### config.mk
export PLATFORM = sky130hd
export DESIGN_NAME = diffphase_am_synth
export DESIGN_NICKNAME = d
export VERILOG_FILES = /design/src/rtl/dam_pkg.sv /design/src/rtl/dam_reset_sync.sv /design/src/rtl/dam_phase_acc.sv /design/src/rtl/dam_lfsr.sv /design/src/rtl/dam_path.sv /design/src/rtl/diffphase_am_synth.sv
export SDC_FILE = /design/constraint.sdc
export NUM_CORES = 1
export LEC_CHECK = 0
export ABC_AREA = 1
export BUFFER_PORTS_ARGS = -buffer_cell sky130_fd_sc_hd__buf_4
export CAP_MARGIN = 40
export CORE_ASPECT_RATIO = 0.7
export CORE_MARGIN = 4
export CORE_UTILIZATION = 40
export DETAILED_ROUTE_END_ITERATION = 16
export GPL_TIMING_DRIVEN = 1
export SYNTH_ARGS = -nofsm -noshare
export SYNTH_HDL_FRONTEND = slang
export SYNTH_HIERARCHICAL = 1
export SYNTH_SLANG_ARGS = --single-unit
export TNS_END_PERCENT = 20
### constraint.sdc
create_clock -name clk -period 3.67 [get_ports clk]
set_input_delay 0.5505 -clock clk [delete_from_list [all_inputs] [get_ports clk]]
set_output_delay 0.5505 -clock clk [all_outputs]
set_load 0.1 [all_outputs]
### src/rtl/dam_pkg.sv
package dam_pkg;
  typedef enum logic [1:0] {
    MODE_MIRROR = 2'd0,
    MODE_INDEP  = 2'd1,
    MODE_SIMPLE = 2'd2,
    MODE_PLAIN  = 2'd3
  } dmode_e;
endpackage

### src/rtl/dam_reset_sync.sv
module dam_reset_sync (
  input  logic clk,
  input  logic rst_n,
  output logic rst_core_n
);
  logic [1:0] sync_q;

  always_ff @(posedge clk or negedge rst_n) begin
    if (!rst_n) sync_q <= 2'b00;
    else        sync_q <= {sync_q[0], 1'b1};
  end

  assign rst_core_n = sync_q[1];
endmodule

### src/rtl/dam_phase_acc.sv
module dam_phase_acc #(
  parameter int unsigned W = 16
) (
  input  logic         clk,
  input  logic         rst_n,
  input  logic [W-1:0] step,
  output logic [W-1:0] phase
);
  logic [W-1:0] phase_q, phase_d;

  always_comb phase_d = phase_q + step;

  always_ff @(posedge clk or negedge rst_n) begin
    if (!rst_n) phase_q <= '0;
    else        phase_q <= phase_d;
  end

  assign phase = phase_q;
endmodule

### src/rtl/dam_lfsr.sv
module dam_lfsr #(
  parameter int unsigned W    = 15,
  parameter logic [W-1:0] TAPS = 15'h6000,
  parameter logic [W-1:0] SEED = 15'h2ACE
) (
  input  logic         clk,
  input  logic         rst_n,
  output logic [W-1:0] state
);
  logic [W-1:0] state_q, state_d;
  logic         fb;

  always_comb begin
    fb      = ^(state_q & TAPS);
    state_d = {state_q[W-2:0], fb};
  end

  always_ff @(posedge clk or negedge rst_n) begin
    if (!rst_n) state_q <= SEED;
    else        state_q <= state_d;
  end

  assign state = state_q;
endmodule

### src/rtl/dam_path.sv
module dam_path #(
  parameter int unsigned W = 16
) (
  input  logic [W-1:0] phase,
  input  logic [W-1:0] offset,
  input  logic [W-2:0] dither,
  output logic         bit_o
);
  logic [W-1:0] sum;

  always_comb begin
    sum   = phase + offset + {1'b0, dither};
    bit_o = sum[W-1];
  end
endmodule

### src/rtl/diffphase_am_synth.sv
module diffphase_am_synth #(
  parameter int unsigned  ACC_W     = 16,
  parameter logic [14:0]  DITH_TAPS = 15'h6000,
  parameter logic [14:0]  SEED_A    = 15'h2ACE,
  parameter logic [14:0]  SEED_B    = 15'h1D87
) (
  input  logic             clk,
  input  logic             rst_n,
  input  logic [ACC_W-1:0] fcw,
  input  logic [ACC_W-1:0] phase_off,
  input  logic [1:0]       mode,
  output logic             out_a,
  output logic             out_b
);
  import dam_pkg::*;

  localparam int unsigned DW = ACC_W - 1;
  localparam int unsigned NPATH = 2;

  logic             rst_core_n;
  logic [ACC_W-1:0] phase;
  logic [DW-1:0]    lfsr_a_state, lfsr_b_state;
  logic [ACC_W-1:0] off_sel  [NPATH];
  logic [DW-1:0]    dith_sel [NPATH];
  logic [NPATH-1:0] bit_d, bit_q;
  dmode_e           mode_e;

  dam_reset_sync u_rsync (.clk(clk), .rst_n(rst_n), .rst_core_n(rst_core_n));

  dam_phase_acc #(.W(ACC_W)) u_acc (
    .clk(clk), .rst_n(rst_core_n), .step(fcw), .phase(phase));

  dam_lfsr #(.W(DW), .TAPS(DITH_TAPS[DW-1:0]), .SEED(SEED_A[DW-1:0])) u_lfsr_a (
    .clk(clk), .rst_n(rst_core_n), .state(lfsr_a_state));

  dam_lfsr #(.W(DW), .TAPS(DITH_TAPS[DW-1:0]), .SEED(SEED_B[DW-1:0])) u_lfsr_b (
    .clk(clk), .rst_n(rst_core_n), .state(lfsr_b_state));

  // Offset and dither selection per path
  always_comb begin
    mode_e = dmode_e'(mode);
    off_sel[0]  = phase_off;
    off_sel[1]  = ACC_W'(0) - phase_off;
    dith_sel[0] = lfsr_a_state;
    dith_sel[1] = ~lfsr_a_state;
    case (mode_e)
      MODE_INDEP: dith_sel[1] = lfsr_b_state;
      MODE_SIMPLE: begin
        off_sel[0]  = '0;
        off_sel[1]  = phase_off;
        dith_sel[1] = lfsr_a_state;
      end
      MODE_PLAIN: begin
        dith_sel[0] = '0;
        dith_sel[1] = '0;
      end
      default: ;
    endcase
  end

  for (genvar g = 0; g < NPATH; g++) begin : g_path
    dam_path #(.W(ACC_W)) u_path (
      .phase(phase), .offset(off_sel[g]), .dither(dith_sel[g]), .bit_o(bit_d[g]));
  end

  // Both outputs share one register stage
  always_ff @(posedge clk or negedge rst_core_n) begin
    if (!rst_core_n) bit_q <= '0;
    else             bit_q <= bit_d;
  end

  assign out_a = bit_q[0];
  assign out_b = bit_q[1];
endmodule

Word-level counts from Yosys, hierarchy flattened
Cells that the tools add are included.
{"block": "op_classes", "n_addsub": 6, "bitwise": 1, "eq_ne": 3, "reduce_logical": 2, "muxes": 3}
{"cell": "16-bit adder", "count": 3}
{"cell": "15-bit one-hot mux with 3 select lines", "count": 1}
{"cell": "16-bit by 15-bit adder with 16-bit output", "count": 2}
{"cell": "32-bit two-way mux", "count": 1}
{"cell": "15-bit parity", "count": 2}
{"cell": "1-bit by 16-bit subtractor with 16-bit output (first input constant)", "count": 1}
{"cell": "15-bit two-way mux", "count": 1}
{"cell": "15-bit inverter", "count": 1}
{"cell": "2-bit equality test (second input constant)", "count": 2}
{"cell": "2-bit by 1-bit equality test with 1-bit output (second input constant)", "count": 1}
{"block": "totals", "in_bits": 36, "out_inout_bits": 2, "register_bits": 50, "wordCells": 20}

Longest topological paths before layout
Gate-level depths: netlist of run 1.
{"block": "logic_depth", "word_depth": 4, "mapped_depth": 22, "depth_no_buf": 20}

Cells and area by module
The synthesis of run 1 kept the hierarchy.
{"module": "dam_phase_acc", "cells_each": 192, "seq_area_each_um2": 400.4, "area_per_inst_um2": 1331.3, "instances": 1}
{"module": "diffphase_am_synth", "cells_each": 206, "seq_area_each_um2": 50.0, "area_per_inst_um2": 1046.0, "instances": 1}
{"module": "dam_lfsr", "cells_each": 20, "seq_area_each_um2": 385.4, "area_per_inst_um2": 404.1, "instances": 2}
{"module": "dam_path at g_path[0].u_path", "cells_each": 100, "seq_area_each_um2": 0.0, "area_per_inst_um2": 757.0, "instances": 1}
{"module": "dam_path at g_path[1].u_path", "cells_each": 100, "seq_area_each_um2": 0.0, "area_per_inst_um2": 752.0, "instances": 1}
{"module": "dam_reset_sync", "cells_each": 3, "seq_area_each_um2": 50.0, "area_per_inst_um2": 53.8, "instances": 1}

Worst setup path before layout of run 1
OpenSTA, ideal clock, no wires.
{"block": "synth_timing", "path_type": "input to register", "from": "in mode[0]", "to": "reg bit_q[1]", "stages": 21, "path_buffers": 2, "required_ns": 3.553, "setup_time_ns": 0.117, "slack_ns": 0.963, "arrival_time_ns": 2.590, "cell_sequence": "buf_6 > inv_4 > nand2_4 > buf_6 > nand2_4 > nand2_4 > nor2_8 > nand3_1 > nand2_1 > inv_1 > fa_1 > inv_1 > ha_1 > nand2_1 > inv_1 > nand2_1 > a21oi_1 > nor2_1 > nand2_1 > nand2_1 > nand2_1"}
{"item": "start, declared", "line_no": "diffphase_am_synth.sv:11", "rtl": "input logic [1:0] mode,"}
{"item": "end signal, assigned", "line_no": "diffphase_am_synth.sv:69", "rtl": "else bit_q <= bit_d;"}
{"item": "end, declared", "line_no": "diffphase_am_synth.sv:25", "rtl": "logic [NPATH-1:0] bit_d, bit_q;"}

==> results of run 1 <==
[cell usage after synthesis, types with 2 or more instances]
| master | count |
|---|---|
| xor2_1 | 15 |
| dfstp_2 | 16 |
| xnor2_1 | 4 |
| o21ai_0 | 6 |
| ha_1 | 44 |
| a21oi_1 | 16 |
| or2_1 | 2 |
| nor3_2 | 3 |
| o211ai_1 | 15 |
| nand2_4 | 3 |
| dfrtp_1 | 34 |
| nand2_1 | 171 |
| nand3b_1 | 2 |
| nor2_1 | 59 |
| nand4_1 | 5 |
| buf_6 | 3 |
| inv_2 | 3 |
| a21o_1 | 2 |
| clkbuf_1 | 2 |
| inv_1 | 148 |
| nand2_2 | 11 |
| nand3_1 | 34 |
| buf_2 | 4 |
| fa_1 | 29 |
[worst max-delay path, cell delays in order]
cell     delay [ns]
buf_4          0.18
inv_4          0.07
nand2_4        0.11
nand2_1        0.13
nand2_2        0.13
nor2_2         0.24
xor2_1         0.17
inv_1          0.07
fa_1           0.54
inv_1          0.04
ha_1           0.27
nand2_1        0.08
a21oi_1        0.05
nor2_1         0.08
nand2_1        0.08
nand2_1        0.08
nand2_1        0.05
nand2_1        0.05
nand2_1        0.04
[worst min-delay path by stage]
stage	start	end	slack, ns	depth (start not counted)
floorplan	rst_n	u_rsync/sync_q[0]	0.25	0
finish	rst_n	u_rsync/sync_q[1]	0.03	1
detailed placement	rst_n	u_rsync/sync_q[0]	0.33	1
global placement	rst_n	u_rsync/sync_q[0]	0.33	1
global route	rst_n	u_rsync/sync_q[1]	0.01	1
CTS	rst_n	u_rsync/sync_q[1]	0.02	1
[metrics by stage]
stage | util, % | instances | hold slack [ns] | worst slack, ns | total power, mW
floorplan | - | 641 | 0.2549 | 0.9632 | 2.253
global placement | 45.94 | 826 | 0.3338 | 0.5845 | 2.663
detailed placement | 45.94 | 826 | 0.3343 | 0.5255 | 2.719
CTS | 47.42 | 834 | 0.02079 | 0.8326 | 3.282
global route | 47.42 | 834 | 0.01398 | 0.5297 | 3.639
finish | 47.42 | 834 | 0.02666 | 0.8089 | 3.247
[routing by layer]
layer / GRT usage [%] / vias up / wire length, um
met5: 0 / - / 0
met4: 2.050 / 0 / 44
met3: 3.220 / 6 / 602
met2: 24.59 / 66 / 4563
met1: 25.72 / 1758 / 5735
li1: - / 2004 / -
[kinds of logic after synthesis]
family                     synth area share (%)
and+or+nand+nor                           26.98
buffers and inverters                     13.36
adders and majority gates                 23.82
DFF                                       26.77
AOI/OAI and AO/OA                         5.481
xor gates and xnor gates                  3.505
other                                   0.07898
[registers in the layout, summed over array words and instances, names as in the netlist]
register,flops
u_lfsr_b/state,15
u_rsync/sync_q,2
u_acc/phase,16
u_lfsr_a/state,15
bit_q,2
[power groups by stage]
stage                     Sequential (mW)  Combinational [mW]  Clock (mW)
final                               0.806                1.91       0.532
after global routing                0.824                2.24       0.574
after CTS                           0.814                1.92       0.552
after detailed placement            0.825                1.89           0
after global placement              0.820                1.84           0
after floorplan                     0.859                1.39           0
[area by class of cell]
type | instances | share of cell area, %
repair buffers | 41 | 5.749
flip-flops and latches | 50 | 23.77
multi-input cells | 430 | 53.10
clock buffers | 6 | 2.407
well taps | 153 | 3.576
inverters | 152 | 10.70
clock inverters | 2 | 0.7011
==> out/results.ini, run 1 <==
[layout]
layout_commonest_cell = nand2_1
n_fill_cell = 1148
layout_common_cells = 171 x nand2_1, 148 x inv_1, 59 x nor2_1
final_design_area_no_fill_sq_mm = 0.005354
multiInputGateArea_sq_mm = 0.002843
nNetsFinal = 789
drive_above_1_share_pct = 13.66
area_growth_pct = 12.75
insertedDiodeCount = 0
regArea_sq_mm = 0.001272

[hold_path]
hp-class = in2async

[drt]
firstDrtPassIters = 4
drtAntennaViolNets = 0
vias = 3834
drt_iter0_drc = 270
viasPerCell = 4.597
wl_per_cell_um = 13.12
drc_errors = 0
drt_wl_total_um = 10950

[power_and_ir_drop]
intPower_mw = 1.727
leakagePower_nw = 2.962
p_sw_mw = 1.520
power_density_mw_per_mm2 = 606.5
pwr-share-clk_pct = 16.4
p_seq_share_pct = 24.8
ir_drop_mv = 0.3097
sw_frac_of_total_pct = 46.82
comb_power_share_pct = 58.8

[placement]
numPortBuffers = 37
dp_hpwl_um = 9298
gp_congestion = 0.8694
dpl_cell_area_sq_mm = 0.005187

[worst_setup_path]
worstSetupPathType = in2reg
timing.rr.end = bit_q[1]
cp_max_fo = 18
r2r_start = u_lfsr_a/state[2]
ff2ff_path_depth = 14
crit_path_start_kind = input pin
arrival_ns = 3.05
startpoint = mode[0]
ff2ff_setup_slack_ns = 1.35
crit_required_ns = 3.86
endpoint_kind = flip-flop
crit_path_end = bit_q[1]

[clock_network]
clkSlewWorstSetupHoldPaths_ns = 0.07
clkSinkCount = 50
clkLatencyLatePin_ns = 0.29
root_buffer = clkbuf_16
cts_tree = yes
cts_max_level = 2
cts_resized = 0
cts_setup_buffers = 0
cts_inserted_buffers = 5
hold_buffers = 0
clockBufferDepth = 2

[synth]
synth_seq_cells = 50
yosysTopAreaCell = dfrtp_1
ys.warnings.count = 6
synth.yosys.seq_area_share_pct = 26.77
yosys-top-cells-area = dfrtp_1 18%, nand2_1 14%, fa_1 12%
synth_top_cell_area_share_pct = 17.92
synth_edf_count = 0
postSynthAreaPerCell_sq_um = 7.408
synth-async-reset-ratio_pct = 100.0
synth_cell_types = 34
netlist_area_sq_mm = 0.004748
yosys_most_used_dff = dfrtp_1
synth_nets = 750
postSynthCellCount = 641

[timing]
setup_viol = 0
timing.fmax_mhz = 349.5
final-hold-violation-count = 0
min_period_ns = 2.861
slew_viol_final = 0
max-slew-margin-rel_pct = 57.79
rsz0062_at_grt = false
tns_ns = 0
worst_clock_skew_ns = 0.004152
period_share_pct = 77.96
worst_pin_slew_ns = 0.6331

[grt]
antenna_found_initial = 0
overflow = 0
grt_pass1_vias = 3668
grt.total_usage_pct = 16.57
grt_max_degree = 49
grt_pass1_wl_um = 18340

[floorplan]
io_pins = 38
die_y_um = 99.16
die_area_sq_mm = 0.01371
die_w_um = 138.2
start_util_pct = 42.05
num_rows = 32
core-area_sq_mm = 0.01129

[run_status]
outcome = finished, final reports clean

[run]
maxCapViolCount = 0

Note: power is estimated with default switching activity, not from simulation.
==> run 2, diff against run 1 <==
==> constraint.sdc (replaced) <==
create_clock -name clk -period 2.56 [get_ports clk]
set_input_delay 0.384 -clock clk [delete_from_list [all_inputs] [get_ports clk]]
set_output_delay 0.384 -clock clk [all_outputs]
set_load 0.1 [all_outputs]
==> out/results.ini, run 2 (synthesis gave the netlist of run 1 again) <==
[layout]
insertedDiodeCount = 0
layout_common_cells = 161 x nand2_1, 143 x inv_1, 75 x buf_4
layout_commonest_cell = nand2_1
multiInputGateArea_sq_mm = 0.002987
largest_register_ffs = 16
regArea_sq_mm = 0.001272
n_fill_cell = 1129
area_growth_pct = 21.66
drive_above_1_share_pct = 22.04
nNetsFinal = 825
final_util_pct = 51.16

[grt]
overflow = 0
grt_max_degree = 21
grt_pass1_vias = 4003
grt.total_usage_pct = 17.61
antenna_found_initial = 0
grt_pass1_wl_um = 19290

[timing]
slew_viol_final = 0
hold_slack_ns = 0.1328
period_share_pct = 98.25
setup_viol = 0
tns_ns = 0
final-hold-violation-count = 0
timing.fmax_mhz = 397.6
rsz0062_at_grt = true
worst_clock_skew_ns = 0.008867
min_period_ns = 2.515

[clock_network]
clockBufferDepth = 2
cts_inserted_buffers = 5
clkSinkCount = 50
cts_max_level = 2
cts_tree = yes
root_buffer = clkbuf_16
clkSlewWorstSetupHoldPaths_ns = 0.07
cts_setup_buffers = 0
clkLatencyLatePin_ns = 0.30

[floorplan]
die_y_um = 99.16
num_rows = 32
core-area_sq_mm = 0.01129
die_w_um = 138.2
io_pins = 38
start_util_pct = 42.05
die_area_sq_mm = 0.01371

[worst_setup_path]
crit_path_start_kind = input pin
cp_max_fo = 8
worstSetupPathType = in2reg
endpoint_kind = flip-flop
arrival_ns = 2.71
crit_required_ns = 2.75

[drt]
vias = 4083
drt_iter0_drc = 210
firstDrtPassIters = 5
drc_errors = 0
wl_per_cell_um = 13.46
viasPerCell = 4.693
drtAntennaViolNets = 0
drt_wl_total_um = 11710

[power_and_ir_drop]
ir_drop_mv = 0.4121
power_density_mw_per_mm2 = 840.3
power_mw = 4.854
leakagePower_nw = 3.150

[placement]
gp_congestion = 0.8835
dp_hpwl_um = 9808
numPortBuffers = 37

[run_status]
outcome = finished, final reports clean

[hold_path]
hp-class = reg2async

[run]
maxCapViolCount = 0

==> run 2: cell count changes in the layout (fill, tap and decap cells not counted), moves of 4 or more <==
cell / delta
buf_4: +34
nand2_2: +7
inv_2: +4
nor2_1: -5
inv_1: -5
nand2_1: -10
nor2_2: +4
==> run 2: power by group <==
part	switching, mW	internal (mW)
registers	0.200	0.955
logic	1.77	1.15
clock network	0.311	0.462
total	2.29	2.57
==> run 2: timing repair <==
item | in CTS | in global routing
setup endpoints to repair | 1 | 2
pin swaps | 8 | 16
hold buffers | 1 | 0
resized for setup | 5 | 37
hold endpoints to repair | 2 | 0
==> run 2: through the flow <==
stage	area (sq um)	worst slack [ns]	std cells
floorplan	4748	0.01968	641
CTS	5659	0.001915	870
global route	5777	-0.07565	870
finish	5777	0.04470	870
detailed placement	5450	-0.3781	861
global placement	5450	-0.3363	861
==> run 2: final timing paths <==
path                                          from                 end  slack (ns)  cells after the start
worst max-delay path                       mode[0]            bit_q[1]        0.04                     19
worst min-delay path             u_rsync/sync_q[1]  u_lfsr_a/state[12]        0.13                      0
worst max register to register  u_lfsr_a/state[13]            bit_q[0]        0.22                     12
worst min register to register   u_rsync/sync_q[1]  u_lfsr_a/state[12]        0.13                      0
max in group asynchronous        u_rsync/sync_q[1]   u_lfsr_a/state[9]        1.77                      1
min in group clk                            fcw[0]      u_acc/phase[0]        0.30                      2
==> run 2: final cells by class <==
type	count	area share, %
multi-input cells	430	51.70
flip-flops and latches	50	22.03
well taps	153	3.314
repair buffers	77	10.11
clock inverters	2	0.6498
clock buffers	6	2.231
inverters	152	9.963
==> run 2: metal layers <==
metal / wire length [um] / GRT usage (%) / vias to the layer above
met5: 0 / 0 / -
met4: 154 / 4.024 / 0
met3: 495 / 2.547 / 16
met2: 5110 / 28.07 / 80
met1: 5946 / 25.58 / 1898
li1: - / - / 2089
==> run 2: worst max-delay path: stages <==
cell and delay [ns]:
buf_4 0.12, inv_4 0.06, nand2_8 0.07, nand2_2 0.09, nand2_4 0.09, nor2_4 0.16
xor2_1 0.17, inv_1 0.08, fa_1 0.54, inv_1 0.05, ha_1 0.30, nand2_2 0.09
a21oi_2 0.04, nor2_1 0.08, nand2_1 0.12, nand2_1 0.11, nand2_1 0.05, nand2_1 0.05
nand2_1 0.04
==> run 3, diff against run 2 <==
==> constraint.sdc (replaced) <==
create_clock -name clk -period 2.7 [get_ports clk]
set_input_delay 0.405 -clock clk [delete_from_list [all_inputs] [get_ports clk]]
set_output_delay 0.405 -clock clk [all_outputs]
set_load 0.1 [all_outputs]
==> out/results.ini, run 3 (synthesis gave the netlist of run 1 again) <==
[run_status]
outcome = finished, final reports clean

[power_and_ir_drop]
leakagePower_nw = 3.181
ir_drop_mv = 0.5104
power_mw = 4.579
power_density_mw_per_mm2 = 785.1

[worst_setup_path]
endpoint_kind = flip-flop
startpoint = mode[0]
r2r_start = u_lfsr_a/state[13]
cp_slowest_cell = fa_1
crit_top_cell = buf_4
slowest_delay_ns = 0.47
worstSetupPathType = in2reg
arrival_ns = 2.72
cp_max_fo = 6
crit_chain = buf_4 -> inv_4 -> nand2_8 -> buf_4 -> nand2_2 -> nand2_2 -> nor2_4 -> buf_4 -> nand3_1 -> nand2_1 -> fa_1 -> ha_4 -> nand4_1 -> a21oi_2 -> nor2_2 -> nand3_1 -> nand2_1
crit_path_start_kind = input pin
crit_required_ns = 2.89

[drt]
firstDrtPassIters = 6
drtAntennaViolNets = 0
drt_iter0_drc = 168
wl_per_cell_um = 13.50
drt_wl_total_um = 11820
drc_errors = 0
vias = 3994
viasPerCell = 4.559

[grt]
overflow = 0
grt.total_usage_pct = 17.48
grt_pass1_vias = 3913
grt_pass1_wl_um = 19260
antenna_found_initial = 0
grt_max_degree = 25

[layout]
largest_register_ffs = 16
layout_common_cells = 162 x nand2_1, 144 x inv_1, 77 x buf_4
drive_above_1_share_pct = 22.16
nNetsFinal = 830
area_growth_pct = 22.82
layout_commonest_cell = nand2_1
final_util_pct = 51.65

[placement]
gp_congestion = 0.8849
dp_hpwl_um = 9805
dp_slack_ns = -0.2418
numPortBuffers = 37

[timing]
max-slew-margin-rel_pct = 63.73
timing.fmax_mhz = 394.5
worst_pin_slew_ns = 0.5440
min_period_ns = 2.535
setup_ws_ns = 0.1653
final-hold-violation-count = 0
worst_clock_skew_ns = 0.006206
period_share_pct = 93.88
setup_viol = 0
slew_viol_final = 0
hold_slack_ns = 0.2566

[clock_network]
cts_inserted_buffers = 5
clockBufferDepth = 2
clkSinkCount = 50
clkSlewWorstSetupHoldPaths_ns = 0.07
cts_max_level = 2
clkLatencyLatePin_ns = 0.30
cts_tree = yes
root_buffer = clkbuf_16

[floorplan]
io_pins = 38
die_w_um = 138.2
die_area_sq_mm = 0.01371
start_util_pct = 42.05
die_y_um = 99.16
core-area_sq_mm = 0.01129
num_rows = 32

[run]
maxCapViolCount = 0

[hold_path]
hp-class = reg2async

[run 3: final timing paths]
path	to	slack, ns	cells after the start
min in group clk	u_acc/phase[0]	0.32	2
hold / removal	u_lfsr_b/state[9]	0.26	0
setup reg to reg	bit_q[0]	0.31	12
setup / recovery	bit_q[1]	0.17	17
hold reg to reg	u_lfsr_b/state[9]	0.26	0
max in group asynchronous	u_lfsr_b/state[12]	1.85	1
[run 3: critical path, delay by kind of cell]
family	cells	cell delay, ns
and+or+nand+nor	10	0.90
AOI/OAI and AO/OA	1	0.14
buffers and inverters	4	0.49
adders and majority gates	2	0.78
[run 3: metal layers]
| metal | track usage (%) | up-vias | part of all wire [%] | routed length, um |
|---|---|---|---|---|
| met1 | 25.68 | 1827 | 51 | 6030 |
| met4 | 4.480 | 0 | 1.3 | 159 |
| met2 | 26.87 | 67 | 43 | 5132 |
| li1 | - | 2087 | - | - |
| met3 | 3.075 | 13 | 4.2 | 499 |
| met5 | 0 | - | 0 | 0 |
[run 3: what timing repair did]
item / CTS / global route
setup buffers: 0 / 6
endpoints found under the setup margin: 0 / 1
resized for setup: 0 / 42
hold buffers: 1 / 0
hold endpoints to repair: 2 / 0
[run 3: per-stage QoR]
stage	instances	area, sq um	setup TNS [ns]
6_report	876	5832	0
5_1_grt	875	5829	-0.002861
4_1_cts	870	5634	0
3_5_place_dp	861	5463	-0.2678
3_3_place_gp	860	5443	-0.2047
2_1_floorplan	641	4748	0
[run 3: cell type report]
| type | count | area (sq um) |
|---|---|---|
| Multi-Input combinational cell | 430 | 2989 |
| Antenna cell | 1 | 2.502 |
| Clock buffer | 7 | 153.9 |
| Inverter | 152 | 573.1 |
| Fill cell | 1091 | 5459 |
| Clock inverter | 1 | 7.507 |
| Sequential cell | 50 | 1272 |
| Timing Repair Buffer | 82 | 641.9 |
| Tap cell | 153 | 191.4 |
[run 3: report_power, final]
group | internal (mW) | switching, mW
logic | 1.11 | 1.67
registers | 0.906 | 0.193
clock network | 0.401 | 0.296
